### src/rtl/twobus_pkg.sv
package twobus_pkg;

   typedef enum logic [1:0] {
      OP_ADD  = 2'd0,
      OP_AND  = 2'd1,
      OP_OR   = 2'd2,
      OP_NOTB = 2'd3
   } alu_op_e;

   typedef enum logic [1:0] {
      ST_IDLE = 2'd0,
      ST_LOAD = 2'd1,
      ST_EXEC = 2'd2
   } seq_state_e;

   function automatic logic op_is_monadic(alu_op_e op);
      return op == OP_NOTB;
   endfunction

endpackage

### src/rtl/twobus_regs.sv
module twobus_regs #(
   parameter int DW   = 16,
   parameter int NREG = 3
) (
   input  logic                 clk,
   input  logic                 rst,
   input  logic [NREG-1:0]      wr_oh,
   input  logic [DW-1:0]        wr_data,
   input  logic                 t_load,
   input  logic [DW-1:0]        t_data,
   output logic [NREG*DW-1:0]   regs_flat,
   output logic [DW-1:0]        t_q
);

   genvar gi;
   generate
      for (gi = 0; gi < NREG; gi++) begin : g_store
         logic [DW-1:0] word_q;
         always_ff @(posedge clk) begin
            if (rst)
               word_q <= '0;
            else if (wr_oh[gi])
               word_q <= wr_data;
         end
         assign regs_flat[gi*DW +: DW] = word_q;
      end
   endgenerate

   always_ff @(posedge clk) begin
      if (rst)
         t_q <= '0;
      else if (t_load)
         t_q <= t_data;
   end

endmodule

### src/rtl/twobus_rbus.sv
module twobus_rbus #(
   parameter int DW         = 16,
   parameter int NREG       = 3,
   parameter int SELW       = 2,
   parameter bit ONEHOT_BUS = 1'b1
) (
   input  logic [SELW-1:0]      sel,
   input  logic [NREG*DW-1:0]   regs_flat,
   output logic [NREG-1:0]      sel_oh,
   output logic [DW-1:0]        bus
);

   genvar gi;
   generate
      for (gi = 0; gi < NREG; gi++) begin : g_dec
         assign sel_oh[gi] = (sel == SELW'(gi));
      end

      if (ONEHOT_BUS) begin : g_andor
         always_comb begin
            bus = '0;
            for (int i = 0; i < NREG; i++)
               bus = bus | (regs_flat[i*DW +: DW] & {DW{sel_oh[i]}});
         end
      end else begin : g_index
         always_comb begin
            bus = '0;
            for (int i = 0; i < NREG; i++)
               if (sel == SELW'(i))
                  bus = regs_flat[i*DW +: DW];
         end
      end
   endgenerate

endmodule

### src/rtl/twobus_alu.sv
module twobus_alu
   import twobus_pkg::*;
#(
   parameter int DW = 16
) (
   input  alu_op_e        op,
   input  logic [DW-1:0]  lhs,
   input  logic [DW-1:0]  rhs,
   output logic [DW-1:0]  result
);

   always_comb begin
      unique case (op)
         OP_ADD:  result = lhs + rhs;
         OP_AND:  result = lhs & rhs;
         OP_OR:   result = lhs | rhs;
         OP_NOTB: result = ~rhs;
         default: result = '0;
      endcase
   end

endmodule

### src/rtl/twobus_ctrl.sv
module twobus_ctrl
   import twobus_pkg::*;
#(
   parameter int NREG = 3,
   parameter int SELW = 2
) (
   input  logic             clk,
   input  logic             rst,
   input  logic             cmd_valid,
   input  logic [SELW-1:0]  cmd_src_a,
   input  logic [SELW-1:0]  cmd_src_b,
   input  logic [SELW-1:0]  cmd_dst,
   input  logic [1:0]       cmd_op,
   output logic             cmd_ready,
   output logic [SELW-1:0]  rd_sel,
   output logic             t_load,
   output logic [NREG-1:0]  wr_oh,
   output alu_op_e          alu_op,
   output logic             done
);

   localparam logic [SELW-1:0] SEL_NONE = '1;

   seq_state_e       state_q;
   logic [SELW-1:0]  src_a_q, src_b_q, dst_q;
   alu_op_e          op_q;
   logic             done_q;

   always_ff @(posedge clk) begin
      if (rst) begin
         state_q <= ST_IDLE;
         src_a_q <= '0;
         src_b_q <= '0;
         dst_q   <= '0;
         op_q    <= OP_ADD;
         done_q  <= 1'b0;
      end else begin
         done_q <= (state_q == ST_EXEC);
         unique case (state_q)
            ST_IDLE: begin
               if (cmd_valid) begin
                  src_a_q <= cmd_src_a;
                  src_b_q <= cmd_src_b;
                  dst_q   <= cmd_dst;
                  op_q    <= alu_op_e'(cmd_op);
                  state_q <= op_is_monadic(alu_op_e'(cmd_op)) ? ST_EXEC : ST_LOAD;
               end
            end
            ST_LOAD: state_q <= ST_EXEC;
            ST_EXEC: state_q <= ST_IDLE;
            default: state_q <= ST_IDLE;
         endcase
      end
   end

   always_comb begin
      unique case (state_q)
         ST_LOAD: rd_sel = src_a_q;
         ST_EXEC: rd_sel = src_b_q;
         default: rd_sel = SEL_NONE;
      endcase
   end

   genvar gi;
   generate
      for (gi = 0; gi < NREG; gi++) begin : g_wr
         assign wr_oh[gi] = (state_q == ST_EXEC) && (dst_q == SELW'(gi));
      end
   endgenerate

   assign t_load    = (state_q == ST_LOAD);
   assign alu_op    = op_q;
   assign cmd_ready = (state_q == ST_IDLE);
   assign done      = done_q;

endmodule

### src/rtl/twobus_seq.sv
module twobus_seq
   import twobus_pkg::*;
#(
   parameter int DW         = 16,
   parameter int NREG       = 3,
   parameter bit ONEHOT_BUS = 1'b1,
   localparam int SELW      = $clog2(NREG + 1)
) (
   input  logic                clk,
   input  logic                rst,
   input  logic                cmd_valid,
   output logic                cmd_ready,
   input  logic [SELW-1:0]     cmd_src_a,
   input  logic [SELW-1:0]     cmd_src_b,
   input  logic [SELW-1:0]     cmd_dst,
   input  logic [1:0]          cmd_op,
   output logic                done,
   output logic [NREG*DW-1:0]  regs_out,
   output logic [DW-1:0]       t_out
);

   generate
      if (DW < 2) begin : g_bad_dw
         $error("twobus_seq: DW must be at least 2");
      end
      if (NREG < 2) begin : g_bad_nreg
         $error("twobus_seq: NREG must be at least 2");
      end
   endgenerate

   logic [SELW-1:0]  rd_sel;
   logic [NREG-1:0]  rd_oh;
   logic [DW-1:0]    rd_bus;
   logic [DW-1:0]    wr_bus;
   logic [NREG-1:0]  wr_oh;
   logic             t_load;
   alu_op_e          alu_op;

   twobus_ctrl #(.NREG(NREG), .SELW(SELW)) i_ctrl (
      .clk       (clk),
      .rst       (rst),
      .cmd_valid (cmd_valid),
      .cmd_src_a (cmd_src_a),
      .cmd_src_b (cmd_src_b),
      .cmd_dst   (cmd_dst),
      .cmd_op    (cmd_op),
      .cmd_ready (cmd_ready),
      .rd_sel    (rd_sel),
      .t_load    (t_load),
      .wr_oh     (wr_oh),
      .alu_op    (alu_op),
      .done      (done)
   );

   twobus_rbus #(.DW(DW), .NREG(NREG), .SELW(SELW), .ONEHOT_BUS(ONEHOT_BUS)) i_rbus (
      .sel       (rd_sel),
      .regs_flat (regs_out),
      .sel_oh    (rd_oh),
      .bus       (rd_bus)
   );

   twobus_alu #(.DW(DW)) i_alu (
      .op     (alu_op),
      .lhs    (t_out),
      .rhs    (rd_bus),
      .result (wr_bus)
   );

   twobus_regs #(.DW(DW), .NREG(NREG)) i_regs (
      .clk       (clk),
      .rst       (rst),
      .wr_oh     (wr_oh),
      .wr_data   (wr_bus),
      .t_load    (t_load),
      .t_data    (rd_bus),
      .regs_flat (regs_out),
      .t_q       (t_out)
   );

endmodule

### config.mk
export PLATFORM = sky130hd
export DESIGN_NAME = twobus_seq
export DESIGN_NICKNAME = d
export VERILOG_FILES = /design/src/rtl/twobus_pkg.sv /design/src/rtl/twobus_regs.sv /design/src/rtl/twobus_rbus.sv /design/src/rtl/twobus_alu.sv /design/src/rtl/twobus_ctrl.sv /design/src/rtl/twobus_seq.sv
export SDC_FILE = /design/constraint.sdc
export NUM_CORES = 1
export LEC_CHECK = 0
export ABC_AREA = 1
export ABC_CLOCK_PERIOD_IN_PS = 4050
export BUFFER_PORTS_ARGS = -buffer_cell sky130_fd_sc_hd__buf_2
export CAP_MARGIN = 20
export CORE_MARGIN = 3
export CORE_UTILIZATION = 25
export CTS_CLUSTER_SIZE = 8
export DETAILED_ROUTE_END_ITERATION = 12
export PLACE_DENSITY = 0.42
export RECOVER_POWER = 25
export SYNTH_ARGS = -nofsm -noshare
export SYNTH_HDL_FRONTEND = slang
export SYNTH_SLANG_ARGS = --single-unit
### constraint.sdc
create_clock -name clk -period 4.05 [get_ports clk]
set_clock_uncertainty 0.2 [all_clocks]
set_input_delay 0.81 -clock clk [delete_from_list [all_inputs] [get_ports clk]]
set_output_delay 0.81 -clock clk [all_outputs]
set_load 0.01 [all_outputs]
==> flow_summary.yaml <==
die:
  die_w_um: 148
  core_area_sq_um: 19600
  die-area_sq_um: 21800
  die_h_um: 148
  io_pins: 77
  initial_core_util: 0.256
  rows: 51
cts:
  cts-root-buf: "clkbuf_16"
  cts_tree: "done"
  clk_latency_ns: 0.35
  cts_buffer_depth: 2
  cts.clk_slew.worst_paths_ns: 0.06
  hold_buffers: 0
  cts_setup_buffers: 0
  cts_max_level: 3
  cts.sinks: 75
  cts_made_buffers: 9
  cts_resized: 0
timing:
  setup_viol: 0
  holdWs_ns: 0.287
  finalCritPeriodShare: 0.855
  finalHoldViolCount: 0
  fmax_mhz: 289
  tightest_slew_ns: 1.61
  tns_ns: 0
  slew_viol_final: 35
  rsz0062_at_grt: "no"
  period_minus_slack_ns: 3.46
  slew_headroom: -0.0737
synthesis:
  syn_nets: 819
  synth_flop_cell: "dfxtp_1"
  synthDominantCellAreaShare: 0.300
  syn-mean-instance-area_sq_um: 6.49
  ys_async_sr_fraction: 0
  yosysUniqueCellTypes: 35
  ys_warn_count: 0
  synth_area_sq_um: 5010
  yosys_register_bits: 75
  synth_area_leader_cell: "dfxtp_1"
  synthCells: 772
  synth_area_leaders: "dfxtp_1, nand2_1, inv_1, ha_1, nor2_1"
  synth_edf_count: 0
  ys_seq_area_frac: 0.300
global_route:
  grt_pass1_wl_um: 26900
  track_usage: 0.160
  grt_pass1_vias: 4687
  antenna_found_initial: 0
  grt_overflow: 0
  grt_start_max_net_pins: 43
worst_setup_path:
  worst-setup-path-type: "flop to flop"
  max_stage_delay_ns: 0.39
  endpoint_kind: "flop"
  cp_max_fo: 8
  critical_path_buf_inv_count: 4
  crit_slowest_cell: "ha_1"
  cp.arrival_ns: 3.51
  required_ns: 4.10
  worstPathCellList: "inv_1, ha_1, nand3_2, nor2_4, buf_4, nand2_1, nand3_1, inv_1, ha_1, nand2_1, nor2_1, and2_1, nand2_1, nand3_1, nand2_1, nand2_1, nand3_1, nand2_1, inv_1"
  cpLargestDelayFamily: "simple AND/OR/NAND/NOR gates"
  critPathLaunchType: "flop"
  path_common_cell: "nand2_1"
route:
  viasPerCell: 4.39
  routed-via-count: 4880
  drt_iter0_drc: 219
  wl_per_cell_um: 15.3
  ant_nets: 0
  drc: 0
  wl_um: 17000
  drt_first_pass_iters: 5
cells_and_area:
  n_fill_cell: 2253
  ff_latch_area_sq_um: 1500
  multi_input_area_sq_um: 2850
  stdcell_area_sq_um: 6010
  drive_above_1_share: 0.150
  nets: 888
  antennaDiodeCount: 0
  area_growth_pct: 20.1
placement:
  dpl_cell_area_sq_um: 5680
  port_buffers: 76
  place_congestion: 0.857
  hpwlAfterDp_um: 13100
pwr:
  powerDensity_nw_per_um2: 400
  peakVddDrop_v: 0.000214
  total_power_mw: 2.41
  sequentialPowerShare: 0.354
  p_int_mw: 1.64
  combPwrFrac: 0.219
  p_switching_uw: 769
  pwr-share-clk: 0.427
  switching_share: 0.320
  p_leak_nw: 3.01
worst_hold_path:
  hp-class: "flop to flop"
run_status:
  violations: "capacitance limit, slew limit"
  run_status: "finished with violations"
run:
  max-cap-violations: 1
layer usage:
metal,global-route usage,vias to the layer above,wire [um]
met5,0,-,0
met3,0.0313,20,706
met4,0.0545,0,346
met1,0.218,2197,8280
met2,0.255,106,7650
li1,-,2557,-
layout by cell type, fill, tap and decap left out, types with 2 or more instances in the layout:
cell type	netlist	routed
nand2_1	185	185
inv_1	136	136
nor2_1	83	83
dfxtp_1	75	75
a21oi_1	51	51
buf_2	9	48
o21ai_0	46	46
nand3_1	44	44
ha_1	35	35
clkbuf_1	16	29
nand3_2	13	13
nor2_2	11	11
nand4_1	10	10
clkbuf_16	0	9
buf_4	0	8
o22ai_1	7	7
nand2_2	6	6
nor2_4	5	5
nor3_2	2	5
o21ai_2	5	5
bufinv_16	0	4
o21ai_1	3	3
o221ai_1	3	3
a21oi_2	3	3
nand2_4	2	2
xor2_1	2	2
o211ai_1	2	2
nor3_1	5	2
clkinv_4	0	2
kinds of logic after synthesis:
logic type,Yosys count,synth area share
buffers and inverters,167,0.133
xor gates and xnor gates,2,0.00350
and+or+nand+nor,368,0.334
adders and majority gates,36,0.0915
DFF,75,0.300
AOI/OAI and AO/OA,124,0.138
tightest hold or removal path: cells and delay by family (launching register included):
kind | cells | cell delay (ns)
AO/OA/AOI/OAI | 1 | 0.05
flip-flops | 1 | 0.32
AND/OR/NAND/NOR | 1 | 0.07
power by group through the flow:
stage / clock network [mW] / logic [mW] / registers [mW]
CTS: 1.05 / 0.540 / 0.854
floorplan: 0 / 0.344 / 0.869
global placement: 0 / 0.538 / 0.872
global route: 1.08 / 0.594 / 0.861
detailed placement: 0 / 0.538 / 0.870
finish: 1.03 / 0.527 / 0.852
state kept, by name, indices dropped and copies added, names as in the netlist:
name,flops
i_ctrl.alu_op,2
i_regs.g_store.word_q,48
i_ctrl.src_a_q,2
i_ctrl.src_b_q,2
i_regs.t_q,16
i_ctrl.state_q,2
i_ctrl.dst_q,2
i_ctrl.done,1
cell usage after synthesis, drive strengths merged (2+ instances only):
cell type	count
buf	13
ha	35
a21oi	54
nand2	193
nand3	58
clkbuf	16
o22ai	7
o21ai	54
o221ai	3
dfxtp	75
o211ai	2
nand4	10
nor3	7
inv	137
nor2	99
xor2	2
worst paths after layout:
| kind | startpoint | endpoint | slack (ns) | depth (start not counted) |
|---|---|---|---|---|
| max | i_ctrl.state_q[0] | i_regs.g_store[1].word_q[13] | 0.59 | 19 |
| min | i_ctrl.state_q[0] | i_ctrl.state_q[0] | 0.29 | 2 |
| max reg2reg | i_ctrl.state_q[0] | i_regs.g_store[1].word_q[13] | 0.59 | 19 |
| min reg2reg | i_ctrl.state_q[0] | i_ctrl.state_q[0] | 0.29 | 2 |
per-stage QoR:
step	utilization	worst slack, ns	instances
6_report	0.307	0.587	1111
5_1_grt	0.307	0.191	1111
4_1_cts	0.309	0.582	1111
3_5_place_dp	0.290	0.599	1095
3_3_place_gp	0.290	0.667	1095
2_1_floorplan	-	1.03	772
final cells by class:
| type | instances | area share |
|---|---|---|
| Multi-Input combinational cell | 530 | 0.475 |
| Clock inverter | 7 | 0.0248 |
| Tap cell | 265 | 0.0552 |
| Clock buffer | 9 | 0.0375 |
| Timing Repair Buffer | 87 | 0.0722 |
| Inverter | 138 | 0.0862 |
| Sequential cell | 75 | 0.250 |
No activity file was read; power rests on OpenSTA's default activity.
